`config.mk`:
```
export PLATFORM = sky130hd
export DESIGN_NAME = pyld_pattern_gen
export DESIGN_NICKNAME = d
export VERILOG_FILES = /design/src/rtl/pyld_pkg.sv /design/src/rtl/pyld_lfsr.sv /design/src/rtl/pyld_tstamp.sv /design/src/rtl/pyld_pattern_gen.sv
export SDC_FILE = /design/constraint.sdc
export NUM_CORES = 1
export LEC_CHECK = 0
export ABC_AREA = 1
export BUFFER_PORTS_ARGS = -buffer_cell sky130_fd_sc_hd__buf_2
export CAP_MARGIN = 0
export CORE_ASPECT_RATIO = 1.2
export CORE_MARGIN = 2
export CORE_UTILIZATION = 50
export CTS_CLUSTER_SIZE = 30
export DETAILED_ROUTE_END_ITERATION = 8
export PLACE_DENSITY = 0.69
export SLEW_MARGIN = 0
export SYNTH_ARGS = -nofsm -noshare
export SYNTH_HDL_FRONTEND = slang
export SYNTH_SLANG_ARGS = --single-unit
```
`constraint.sdc`:
```
create_clock -name clk -period 3.25 [get_ports clk]
set_input_delay 0.4875 -clock clk [delete_from_list [all_inputs] [get_ports clk]]
set_output_delay 0.4875 -clock clk [all_outputs]
set_load 0.005 [all_outputs]
```
`src/rtl/pyld_pkg.sv`:
```
package pyld_pkg;

  typedef enum logic [2:0] {
    SRC_TSTAMP = 3'd0,
    SRC_XPRBS  = 3'd1,
    SRC_CPRBS  = 3'd2,
    SRC_FIXED  = 3'd3,
    SRC_RAMP   = 3'd4
  } src_e;

  // Polynomial table: width and second tap for continuous PRBS slots
  function automatic int prbs_width(input int slot);
    return (slot == 0) ? 9 : (slot == 1) ? 15 : 23;
  endfunction

  function automatic int prbs_tap(input int slot);
    return (slot == 0) ? 5 : (slot == 1) ? 14 : 18;
  endfunction

  // AAL-1 header: CSI, 3-bit count, CRC-3 (x^3+x+1), even parity
  function automatic logic [7:0] aal1_hdr(input logic csi, input logic [2:0] cnt);
    logic [3:0] msg;
    logic [2:0] crc;
    logic       fb;
    logic [6:0] upper;
    msg = {csi, cnt};
    crc = 3'b000;
    for (int i = 3; i >= 0; i--) begin
      fb  = msg[i] ^ crc[2];
      crc = {crc[1], crc[0] ^ fb, fb};
    end
    upper = {msg, crc};
    return {upper, ^upper};
  endfunction

  function automatic logic [7:0] fixed_byte(input logic [1:0] sel, input logic [7:0] ub,
                                            input logic odd);
    case (sel)
      2'd1:    return odd ? 8'h55 : 8'hAA;
      2'd2:    return odd ? 8'h00 : 8'hFF;
      default: return ub;
    endcase
  endfunction

endpackage

```
`src/rtl/pyld_lfsr.sv`:
```
module pyld_lfsr #(
  parameter int WIDTH = 9,
  parameter int TAP   = 5
) (
  input  logic       clk,
  input  logic       rst_n,
  input  logic       reseed,
  input  logic       advance,
  output logic [7:0] byte_o
);
  logic [WIDTH-1:0] st, nxt;

  always_comb begin
    nxt    = st;
    byte_o = '0;
    for (int i = 0; i < 8; i++) begin
      byte_o[7-i] = nxt[WIDTH-1];
      nxt = {nxt[WIDTH-2:0], nxt[WIDTH-1] ^ nxt[TAP-1]};
    end
  end

  always_ff @(posedge clk or negedge rst_n) begin
    if (!rst_n)       st <= '1;
    else if (reseed)  st <= '1;
    else if (advance) st <= nxt;
  end

  assert_lfsr_live_R5: assert property (@(posedge clk) disable iff (!rst_n) st != '0);
  assert_lfsr_reseed_R7: assert property (@(posedge clk) disable iff (!rst_n)
    reseed |=> st == '1);
  assert_lfsr_idle_R5: assert property (@(posedge clk) disable iff (!rst_n)
    (!reseed && !advance) |=> $stable(st));
endmodule

```
`src/rtl/pyld_tstamp.sv`:
```
module pyld_tstamp #(
  parameter int TS_W = 32
) (
  input  logic            clk,
  input  logic            rst_n,
  input  logic            tick,
  input  logic            capture,
  output logic [TS_W-1:0] ts_q
);
  logic [TS_W-1:0] cnt;

  always_ff @(posedge clk or negedge rst_n) begin
    if (!rst_n) begin
      cnt  <= '0;
      ts_q <= '0;
    end else begin
      if (tick)    cnt  <= cnt + 1'b1;
      if (capture) ts_q <= cnt;
    end
  end

  assert_ts_quiet_R4: assert property (@(posedge clk) disable iff (!rst_n)
    !tick |=> $stable(cnt));
  assert_ts_sample_R4: assert property (@(posedge clk) disable iff (!rst_n)
    !capture |=> $stable(ts_q));
endmodule

```
`src/rtl/pyld_pattern_gen.sv`:
```
module pyld_pattern_gen
  import pyld_pkg::*;
#(
  parameter int CELL_BYTES = 48,
  parameter int TS_W       = 32
) (
  input  logic       clk,
  input  logic       rst_n,
  input  logic       tick_100ns,
  input  logic       cell_start,
  input  logic [2:0] src_mode,
  input  logic [1:0] prbs_sel,
  input  logic       prbs15_inv,
  input  logic [1:0] fixed_sel,
  input  logic [7:0] user_byte,
  input  logic       aal1_en,
  input  logic       aal1_csi,
  output logic [7:0] pay_data,
  output logic       pay_valid,
  output logic       pay_last,
  input  logic       pay_ready
);
  localparam int IDX_W   = $clog2(CELL_BYTES);
  localparam int N_XPRBS = 3;
  localparam int TS_BYTES = TS_W / 8;

  // configuration frozen at cell start
  logic             active;
  logic [IDX_W-1:0] idx;
  src_e             mode_q;
  logic [1:0]       psel_q;
  logic             pinv_q, aal_q, csi_q;
  logic [1:0]       fsel_q;
  logic [7:0]       ubyte_q;
  logic [2:0]       seq_q, seq_ctr;
  logic [TS_W-1:0]  ts_q;

  // named events
  logic             start_ev, xfer_ev, done_ev, hdr_slot, last_slot;
  logic [IDX_W-1:0] pidx;
  logic [1:0]       psel_eff;
  logic [7:0]       xbyte [N_XPRBS];
  logic [7:0]       cbyte;

  assign start_ev  = cell_start && !active;
  assign xfer_ev   = active && pay_ready;
  assign last_slot = (idx == IDX_W'(CELL_BYTES - 1));
  assign done_ev   = xfer_ev && last_slot;
  assign hdr_slot  = aal_q && (idx == '0);
  assign pidx      = idx - IDX_W'(aal_q);
  assign psel_eff  = (psel_q == 2'd3) ? 2'd2 : psel_q;

  always_ff @(posedge clk or negedge rst_n) begin
    if (!rst_n) begin
      active  <= 1'b0;
      idx     <= '0;
      mode_q  <= SRC_TSTAMP;
      psel_q  <= '0;
      pinv_q  <= 1'b0;
      fsel_q  <= '0;
      ubyte_q <= '0;
      aal_q   <= 1'b0;
      csi_q   <= 1'b0;
      seq_q   <= '0;
      seq_ctr <= '0;
    end else if (start_ev) begin
      active  <= 1'b1;
      idx     <= '0;
      mode_q  <= src_e'(src_mode);
      psel_q  <= prbs_sel;
      pinv_q  <= prbs15_inv;
      fsel_q  <= fixed_sel;
      ubyte_q <= user_byte;
      aal_q   <= aal1_en;
      csi_q   <= aal1_csi;
      if (aal1_en) begin
        seq_q   <= seq_ctr;
        seq_ctr <= seq_ctr + 3'd1;
      end
    end else if (xfer_ev) begin
      if (last_slot) active <= 1'b0;
      else           idx    <= idx + 1'b1;
    end
  end

  pyld_tstamp #(.TS_W(TS_W)) u_ts (
    .clk(clk), .rst_n(rst_n), .tick(tick_100ns), .capture(start_ev), .ts_q(ts_q)
  );

  for (genvar g = 0; g < N_XPRBS; g++) begin : g_xprbs
    logic adv;
    assign adv = xfer_ev && !hdr_slot && (mode_q == SRC_XPRBS) && (psel_eff == 2'(g));
    pyld_lfsr #(.WIDTH(prbs_width(g)), .TAP(prbs_tap(g))) u_lfsr (
      .clk(clk), .rst_n(rst_n), .reseed(1'b0), .advance(adv), .byte_o(xbyte[g])
    );
  end

  logic cadv;
  assign cadv = xfer_ev && !hdr_slot && (mode_q == SRC_CPRBS);
  pyld_lfsr #(.WIDTH(9), .TAP(5)) u_cell_lfsr (
    .clk(clk), .rst_n(rst_n), .reseed(start_ev), .advance(cadv), .byte_o(cbyte)
  );

  always_comb begin
    pay_data = 8'h00;
    if (hdr_slot) begin
      pay_data = aal1_hdr(csi_q, seq_q);
    end else begin
      case (mode_q)
        SRC_TSTAMP:
          if (pidx < IDX_W'(TS_BYTES))
            pay_data = 8'(ts_q >> (8 * (TS_BYTES - 1 - int'(pidx))));
        SRC_XPRBS:
          pay_data = xbyte[psel_eff] ^ ((psel_eff == 2'd1 && pinv_q) ? 8'hFF : 8'h00);
        SRC_CPRBS: pay_data = cbyte;
        SRC_FIXED: pay_data = fixed_byte(fsel_q, ubyte_q, pidx[0]);
        SRC_RAMP:  pay_data = ubyte_q + 8'(pidx);
        default:   pay_data = 8'h00;
      endcase
    end
  end

  assign pay_valid = active;
  assign pay_last  = active && last_slot;

  assert_start_R2: assert property (@(posedge clk) disable iff (!rst_n)
    start_ev |=> pay_valid && !pay_last);
  assert_end_R2: assert property (@(posedge clk) disable iff (!rst_n)
    done_ev |=> !pay_valid);
  assert_hold_R3: assert property (@(posedge clk) disable iff (!rst_n)
    (pay_valid && !pay_ready) |=> pay_valid && $stable(pay_data) && $stable(pay_last));
  assert_hdr_parity_R10: assert property (@(posedge clk) disable iff (!rst_n)
    (pay_valid && hdr_slot) |-> (^pay_data) == 1'b0);
  assert_cfg_frozen_R11: assert property (@(posedge clk) disable iff (!rst_n)
    (pay_valid && !done_ev) |=> $stable(mode_q) && $stable(ubyte_q) && $stable(psel_q));
endmodule

```
Yosys cells after proc, flatten, opt, wreduce, memory -nomap -nowiden

Cells that the tools add are included.
W data, S select, Z words.

Register bits after elaboration: 151
Output and inout bits: 10
Word-level logic and storage cells: 118

$add $sub $neg: 6
$lt $le $gt $ge: 2
Equal/unequal tests: 11
Shifts and indexed selects: 1
Multiplexer cells: 19
Bitwise operators: 39
Reduce and logical (&&, ||, !) cells: 23

Operator list:

| kind                    | count |
|---|---|
| $mux W8                 | 7 |
| $pmux W8 S5             | 1 |
| $xor A1 B1 Y1           | 37 |
| $add A32 B1 Y32 const B | 1 |
| $shr A32 B32 Y8         | 1 |
| $mux W6                 | 3 |
| $mux W9                 | 2 |
| $bmux W8 S2             | 1 |
| $pmux W8 S2             | 1 |
| $logic_and A1 B1 Y1     | 11 |
| $add A8 B6 Y8           | 1 |
| $xor A8 B8 Y8           | 1 |
| $reduce_xor A7 Y1       | 1 |
| $sub A2 B6 Y7 const A   | 1 |
| $add A6 B1 Y6 const B   | 1 |
| $eq A2 B2 Y1 const B    | 3 |
| $eq A3 B2 Y1 const B    | 2 |
| $eq A6 B6 Y1 const B    | 1 |
| $logic_not A6 Y1        | 1 |
| $lt A6 B3 Y1 const B    | 1 |
| $reduce_and A2 Y1       | 3 |
| $reduce_bool A2 Y1      | 3 |
| $sub A6 B1 Y6           | 1 |
| $eq A2 B1 Y1 const B    | 2 |
| 11 further kinds        | 14 |

Logic depth before layout (Yosys ltp)

Gate-level depths: netlist of run 1.

Word-level depth: 9
Mapped depth: 18

Modules after synthesis

A second synthesis of run 1 with hierarchy kept.

Cells, all modules: 1149
Area, all modules: 8787.2 um^2

By module, submodules not included:

| module                             | times used | cells an instance | area each (um^2) | sequential area each (um^2) |
|---|---|---|---|---|
| pyld_tstamp                        | 1          | 319               | 2976.6           | 1601.5 |
| pyld_pattern_gen                   | 1          | 478               | 2911.5           | 775.7 |
| pyld_lfsr at g_xprbs[2].u_lfsr     | 1          | 132               | 1144.8           | 604.3 |
| pyld_lfsr at g_xprbs[0].u_lfsr ... | 2          | 63                | 480.5            | 236.5 |
| pyld_lfsr at g_xprbs[1].u_lfsr     | 1          | 94                | 793.3            | 394.1 |

Worst setup path before layout of run 1

Ideal clock, no wire load.

Kind: register to output
From: reg idx[0]
To: out pay_data[4]
Arrival time: 2363 ps
Required time: 2762 ps
Slack: 400 ps
Cell stages (with the launch flop): 19
Cells stage by stage: dfrtp_1 inv_1 ha_1 buf_2 clkinv_1 buf_2 ha_1 inv_1 fa_1 inv_1 nand3_1 nand2_1 nand2_1 nand3_1 nand2_1 nor2_1 nand2_1 nand2_1 nand2_1

Longest elaborated chain between the ends: 6
Elaborated cells on any way between the ends: 13

RTL lines:

| item                   | RTL line                | RTL |
|---|---|---|
| start, declared        | pyld_pattern_gen.sv:29  | `logic [IDX_W-1:0] idx;` |
| start signal, assigned | pyld_pattern_gen.sv:82  | `else idx <= idx + 1'b1;` |
| $sub A6 B1 Y6          | pyld_pattern_gen.sv:50  | `assign pidx = idx - IDX_W'(aal_q);` |
| $sub A2 B6 Y7          | pyld_pattern_gen.sv:112 | `pay_data = 8'(ts_q >> (8 * (TS_BYTES - 1 - int'(pidx))));` |
| $shr A32 B32 Y8        | pyld_pattern_gen.sv:112 |  |
| $mux W8                | pyld_pattern_gen.sv:111 | `if (pidx < IDX_W'(TS_BYTES))` |
| $pmux W8 S5            | pyld_pattern_gen.sv:109 | `case (mode_q)` |
| $mux W8 (*)            | pyld_pattern_gen.sv:106 | `if (hdr_slot) begin` |
| end, declared          | pyld_pattern_gen.sv:18  | `output logic [7:0] pay_data,` |

Every way passes the cells marked *; elsewhere a longest branch is shown, timed or not.

Final worst setup path of run 1

From: reg idx[0]
To: out pay_data[2]

The elaborated chain is that of the path after synthesis.

==> results of run 1 <==
stage by stage:
stage	setup TNS (ns)	setup WS (ns)	cell area (um2)
floorplan	0	0.3998	8260
global placement	0	0.3575	8658
detailed placement	0	0.2995	8658
CTS	0	0.03539	9315
global route	-0.3200	-0.04884	9469
finish	0	0.1231	9469
state kept, by name, indices dropped and copies added, names as in the netlist, 2 cells and up:
signal / cells
fsel_q: 2
g_xprbs.u_lfsr.st: 47
idx: 6
mode_q: 3
psel_q: 2
seq_ctr: 3
seq_q: 3
u_cell_lfsr.st: 9
u_ts.cnt: 32
u_ts.ts_q: 32
ubyte_q: 8
worst max-delay path: cells and delay by family, from the launching register on:
family | cells | cell delay [ns]
DFF | 1 | 0.39
adders and majority gates | 3 | 0.47
and+or+nand+nor | 11 | 0.84
buffers and inverters | 6 | 0.51
per-layer routing:
layer	GRT usage [%]	up-vias
met1	29.19	3251
met3	4.193	38
met5	0	-
li1	-	3478
met4	8.590	0
met2	39.44	154
timing repair:
action                                  in CTS  in global routing
hold buffers                                 0                  0
pin swaps                                    0                 13
resized for setup                            7                 30
endpoints found under the hold margin        0                  0
buffers inserted                             1                  5
endpoints found under the setup margin       8                  8
gates cloned                                 0                  0
how the worst max path moves through the flow:
stage / slack, ns / end / start / depth (start not counted)
after floorplan: 0.40 / pay_data[4] / idx[0] / 18
after global placement: 0.36 / pay_data[4] / idx[0] / 15
after detailed placement: 0.30 / pay_data[7] / idx[0] / 16
after CTS: 0.04 / pay_data[1] / idx[0] / 20
after global routing: -0.05 / pay_data[5] / idx[0] / 20
final: 0.12 / pay_data[2] / idx[0] / 20
power by group through the flow:
stage / combinational [W] / clock, W / sequential [W]
2_1_floorplan: 0.00267 / 0 / 0.00325
5_1_grt: 0.00427 / 0.00217 / 0.00360
3_3_place_gp: 0.00339 / 0 / 0.00349
6_report: 0.00374 / 0.00206 / 0.00351
3_5_place_dp: 0.00344 / 0 / 0.00350
4_1_cts: 0.00353 / 0.00209 / 0.00349
kinds of logic after synthesis:
kind of cell,after synthesis,synth area share [%]
XOR/XNOR,59,6.256
AND/OR/NAND/NOR,528,26.81
buffers and inverters,154,7.361
flip-flops,151,46.59
adder cells (fa/ha/maj),17,2.666
AO/OA/AOI/OAI,156,10.31
final cells by class:
cell class / instances / area [um2]
inverters: 125 / 471.7
flip-flops and latches: 151 / 3850
multi-input cells: 760 / 3949
clock buffers: 24 / 514.2
fillers: 1462 / 6739
repair buffers: 50 / 314.1
well taps: 212 / 265.3
clock inverters: 8 / 105.1
placed cells by master (no fill, tap or decap), types with 2 or more instances in the layout:
cell type	n
nand2_1	341
inv_1	115
o21ai_0	107
dfrtp_1	94
nor2_1	67
nand3_1	59
dfstp_2	56
xor2_1	52
buf_2	31
clkbuf_16	19
nor3_1	18
buf_4	17
o21a_1	16
nand4_1	15
a21oi_1	13
ha_1	10
nand3_2	9
o22ai_1	9
inv_2	7
xnor2_1	7
ha_4	5
nand2_2	4
o211ai_1	4
nor2_4	4
nand3b_1	3
clkbuf_1	3
inv_6	3
a22oi_1	2
nor2_2	2
nor3_4	2
o21ai_1	2
clkinv_1	2
inv_4	2
bufinv_16	2
clkbuf_8	2
==> results.json, run 1 <==
{
  "timing.max_slew.rel_slack_pct": 52.20,
  "grt_setup_unrepaired": "yes",
  "layout.cells.non_filler": 1330,
  "drt-met1-wl_mm": 8.665,
  "antenna_cells_inserted": 0,
  "fmax_mhz": 319.8,
  "initialDrtViolationCount": 556,
  "critical_path.slowest_cell": "dfrtp_1",
  "path_class": "reg2out",
  "remaining_drc_errors": 0,
  "ys_ff_latch": 151,
  "numClockSinks": 151,
  "die-area_mm2": 0.01757,
  "finalHoldViolCount": 0,
  "drt.antenna.violating_nets": 0,
  "cp_data_required_time_ns": 2.76,
  "worst_r2r_startpoint": "idx[1]",
  "report.power.total_w": 0.009309,
  "fin_crit_sh_pct": 96.21,
  "final_nets": 1145,
  "power_density_mw_per_mm2": 983.1,
  "synth_sequential_area_ratio_pct": 46.59,
  "total_switching_power_w": 0.003706,
  "synth.yosys.warnings": 0,
  "dp_hpwl_mm": 13.69,
  "share_clk_of_total_power_pct": 22.1,
  "syn-cell-area_mm2": 0.008260,
  "total_leakage_power_nw": 4.616,
  "number_of_i_o_port_buffers": 32,
  "ios": 33,
  "cts.clk_slew.worst_paths_ns": 0.06,
  "dr_wl_met2_mm": 9.384,
  "wl_met3_um": 765,
  "ys_async_rst_share_pct": 100.0,
  "avgViaCountPerCell": 5.204,
  "layout.core_utilization_pct": 58.42,
  "clock_root_buffer": "clkbuf_16",
  "power.share.sequential_pct": 37.7,
  "placed_cells_incl_taps": 1292,
  "commonest_register_cell_after_synthesis": "dfrtp_1",
  "rows": 51,
  "worst_clock_skew_ns": 0.007792,
  "rr_endpoint": "g_xprbs[0].u_lfsr.st[4]",
  "initial_standard_cell_utilization_of_the_core_pct": 50.96,
  "firstDrtPassIters": 5,
  "route.top_layer_used": "met4",
  "antenna_found_initial": 0,
  "largest_net_degree_at_the_start_of_global_routing": 78,
  "netlist_top_cells_count": "346 x nand2_1, 121 x inv_1, 107 x o21ai_0",
  "ir_drop_mv": 0.4180,
  "yosysMostFrequentCell": "nand2_1",
  "run_status": "completed",
  "critPathArrivalTime_ns": 2.64,
  "synthesized_net_count": 1105,
  "syn2layout_area_growth_pct": 14.63,
  "grt_pass1_vias": 6540,
  "fp.coreArea_mm2": 0.01621,
  "globalRouteOverflowTotal": 0,
  "timing.final.crit_period_ns": 3.127,
  "post-synth-top-area-fraction_pct": 28.78,
  "synth_top_area_cell": "dfrtp_1",
  "tritoncts": "built",
  "hold_slack_ns": 0.05377,
  "worst_hold_path_type": "in2async",
  "cts_max_path_buffers": 2,
  "avgSynthCellArea_um2": 7.756,
  "p_comb_share_pct": 40.2,
  "finalSetupViolCount": 0,
  "vias": 6921,
  "overall_global_routing_resource_usage_pct": 23.04,
  "clk_latency_ns": 0.43,
  "global_route_wire_length_before_repair_mm": 31.63,
  "route.detailed.wl_per_inst_um": 14.49,
  "crit_fanout": 8,
  "finalWeightedCongestion": 0.9413,
  "timing.max_cap.violations": 0,
  "drive_gt1_share_pct": 15.83,
  "htree_levels": 4,
  "final_max_slew_viol_count": 0,
  "gate_count_of_the_mapped_netlist": 1065,
  "power_report.internal_total_w": 0.005602,
  "power.share.switching_pct": 39.82,
  "die_width_um": 121.3,
  "crit_path_cell_trace": "inv_2 -> ha_4 -> ha_4 -> inv_2 -> nand2_2 -> nand2_4 -> inv_4 -> ha_4 -> inv_2 -> nor2_1 -> nand2_1 -> nor2_1 -> nand2_1 -> nor2_1 -> buf_4 -> nand3_2 -> nand2_1 -> nand2_1 -> nand2_1 -> buf_2",
  "finalWirelength_mm": 19.27,
  "regToRegSetupSlack_ns": 0.80,
  "critical-path-max-stage-delay_ns": 0.39,
  "cp-start-kind": "register",
  "fp.dieH_um": 144.8,
  "synth.area.top_cells": "dfrtp_1 29%, dfstp_2 18%, nand2_1 16%",
  "numCtsBuffers": 17,
  "netlist-cell-type-count": 34,
  "crit_path_end_kind": "primary output",
  "worst_pin_slew_ns": 0.7170,
  "r2r.worst_path.cells": 9,
  "critical-path-top-cell-by-count": "nand2_1",
  "synth-edff-count": 0
}
Power figures use the tool's default switching activity.
==> run 2, diff against run 1 <==
CELL_PAD_IN_SITES_DETAIL_PLACEMENT = 1   (was unset)
CELL_PAD_IN_SITES_GLOBAL_PLACEMENT = 1   (was unset)
CORE_UTILIZATION = 47   (was 50)
PLACE_DENSITY = 0.83   (was 0.69)
==> run 2 against run 1 <==
  * Sequential share of layout area about the same
  * Largest power group unchanged
  * Total power grew 4.4%
  * Maximum frequency is 5.2% lower
  * Highest routed layer unchanged
  * Via count grew 6.3%
  * The run now ends with setup timing left
  * Combinational power grew 11%
  * Clock skew increased by 0.0043 ns
  * Clock power fell by 3%
  * Routed wire length grew 29%
  * Critical endpoint is now pay_data[1]
  * Critical path depth unchanged
==> results.json, run 2 (same netlist as run 1, synthesis figures left out) <==
{
  "run_status": "finished, violations left",
  "failed_checks": "setup timing",
  "overall_global_routing_resource_usage_pct": 26.40,
  "regToRegSetupSlack_ns": 0.73,
  "power_density_mw_per_mm2": 1027,
  "worst_r2r_startpoint": "idx[1]",
  "crit_path_start": "idx[0]",
  "report.power.total_w": 0.009721,
  "setup_total_negative_slack_ns": -0.2096,
  "finalSetupViolCount": 8,
  "layout.cells.most_common_list": "340 x nand2_1, 114 x inv_1, 107 x o21ai_0",
  "detailed_place.area_mm2": 0.008671,
  "numClockSinks": 151,
  "remaining_drc_errors": 0,
  "final_nets": 1151,
  "die_width_um": 125.0,
  "reg_top3": "g_xprbs.u_lfsr.st x47, u_ts.cnt x32, u_ts.ts_q x32",
  "syn2layout_area_growth_pct": 14.57,
  "finalHoldViolCount": 0,
  "timing.max_slew.rel_slack_pct": 41.79,
  "finalWeightedCongestion": 0.9310,
  "number_of_i_o_port_buffers": 32,
  "fin_crit_sh_pct": 101.5,
  "cp_data_required_time_ns": 2.76,
  "path_class": "reg2out",
  "timing.max_cap.violations": 0,
  "timing.final.crit_period_ns": 3.298,
  "largest_net_degree_at_the_start_of_global_routing": 81,
  "fp.dieH_um": 149.2,
  "route.detailed.wl_per_inst_um": 18.44,
  "post-place-ws_ns": 0.1713,
  "fp.coreArea_mm2": 0.01737,
  "grt_setup_unrepaired": "yes",
  "worst_pin_slew_ns": 0.8665,
  "vias": 7356,
  "finalWirelength_mm": 24.79,
  "timing.critical_path.to": "pay_data[1]",
  "global_route_wire_length_before_repair_mm": 38.92,
  "drive_gt1_share_pct": 16.10,
  "clk_latency_ns": 0.43,
  "numCtsBuffers": 17,
  "setup_ws_ns": -0.04802,
  "cp-start-kind": "register",
  "post-route-cell-area_mm2": 0.009464,
  "initial_standard_cell_utilization_of_the_core_pct": 47.54,
  "drt.antenna.violating_nets": 0,
  "cts_max_path_buffers": 2,
  "regMostFlops": "g_xprbs.u_lfsr.st",
  "avgViaCountPerCell": 5.473,
  "htree_levels": 4,
  "final_max_slew_viol_count": 0,
  "antenna_cells_inserted": 0,
  "crit_path_end_kind": "primary output",
  "total_leakage_power_nw": 4.602,
  "rr_endpoint": "g_xprbs[0].u_lfsr.st[4]",
  "worst_clock_skew_ns": 0.01214,
  "hold_slack_ns": 0.09952,
  "ir_drop_mv": 0.4273,
  "clock_root_buffer": "clkbuf_16",
  "crit_fanout": 8,
  "antenna_found_initial": 0,
  "firstDrtPassIters": 5,
  "cts.clk_slew.worst_paths_ns": 0.06,
  "r2r.worst_path.cells": 9,
  "ios": 33,
  "critPathArrivalTime_ns": 2.81,
  "grt_pass1_vias": 7798,
  "tritoncts": "built",
  "die-area_mm2": 0.01866,
  "fmax_mhz": 303.2,
  "globalRouteOverflowTotal": 0,
  "dp_hpwl_mm": 16.81,
  "post_cts_hold_buffer_count": 0,
  "rows": 53,
  "number_of_flip_flops_under_the_largest_register_name": 47,
  "initialDrtViolationCount": 424,
  "worst_hold_path_type": "in2async",
  "final_common_cell": "nand2_1"
}
==> run 2: cell count changes in the layout (fill, tap and decap cells not counted), sizes merged <==
cell / change
buf: +6
clkinv: +5
clkbuf: -6
clkinvlp: +2
inv: -1
==> run 2: worst min-delay path by stage <==
stage | from | to | slack, ns | cells after the start
6_report | rst_n | u_ts.ts_q[5] | 0.1 | 1
5_1_grt | rst_n | u_ts.ts_q[5] | 0.15 | 1
4_1_cts | rst_n | u_ts.cnt[2] | 0.14 | 1
3_5_place_dp | g_xprbs[2].u_lfsr.st[2] | g_xprbs[2].u_lfsr.st[2] | 0.47 | 2
3_3_place_gp | g_xprbs[2].u_lfsr.st[1] | g_xprbs[2].u_lfsr.st[1] | 0.46 | 2
2_1_floorplan | rst_n | aal_q | 0.19 | 0
==> run 2: area by class of cell <==
| type | count | area, um2 |
|---|---|---|
| clock inverters | 14 | 150.1 |
| repair buffers | 56 | 359.1 |
| flip-flops and latches | 151 | 3850 |
| multi-input cells | 760 | 3923 |
| fillers | 2162 | 7910 |
| inverters | 125 | 478.0 |
| clock buffers | 18 | 429.2 |
| well taps | 220 | 275.3 |
==> run 2: per-layer routing <==
| metal | wire, um | share of wire (%) | track usage, % |
|---|---|---|---|
| met1 | 9929 | 40 | 31.00 |
| met2 | 12950 | 52 | 46.93 |
| met3 | 819 | 3.3 | 4.053 |
| met4 | 1082 | 4.4 | 13.56 |
| met5 | 0 | 0 | 0 |
==> run 2: critical path, stage by stage (launching register included) <==
cell and delay (ns):
dfrtp_1 0.40, inv_2 0.10, ha_4 0.18, ha_4 0.16
inv_2 0.04, nand2_2 0.07, nand2_4 0.08, inv_4 0.09
ha_4 0.13, inv_2 0.03, nor2_1 0.11, nand2_1 0.09
nor2_1 0.14, nand2_1 0.09, nor2_1 0.09, buf_4 0.17
nand3_2 0.07, nand3_2 0.07, nand2_1 0.05, nand2_1 0.10
buf_2 0.11
==> run 2: what timing repair did <==
item,CTS,global route
endpoints found under the setup margin,8,8
buffers inserted,3,7
gates resized for setup,10,25
pin swaps,3,10
==> run 2: report_power, final <==
group / switching, W / internal (W)
registers: 0.000742 / 0.00280
clock network: 0.000863 / 0.00114
logic: 0.00258 / 0.00159
==> run 2: stage by stage <==
| stage | instances | util (%) |
|---|---|---|
| after detailed placement | 1302 | 49.91 |
| after CTS | 1337 | 53.58 |
| after global placement | 1302 | 49.91 |
| after floorplan | 1065 | - |
| final | 1344 | 54.47 |
| after global routing | 1344 | 54.47 |
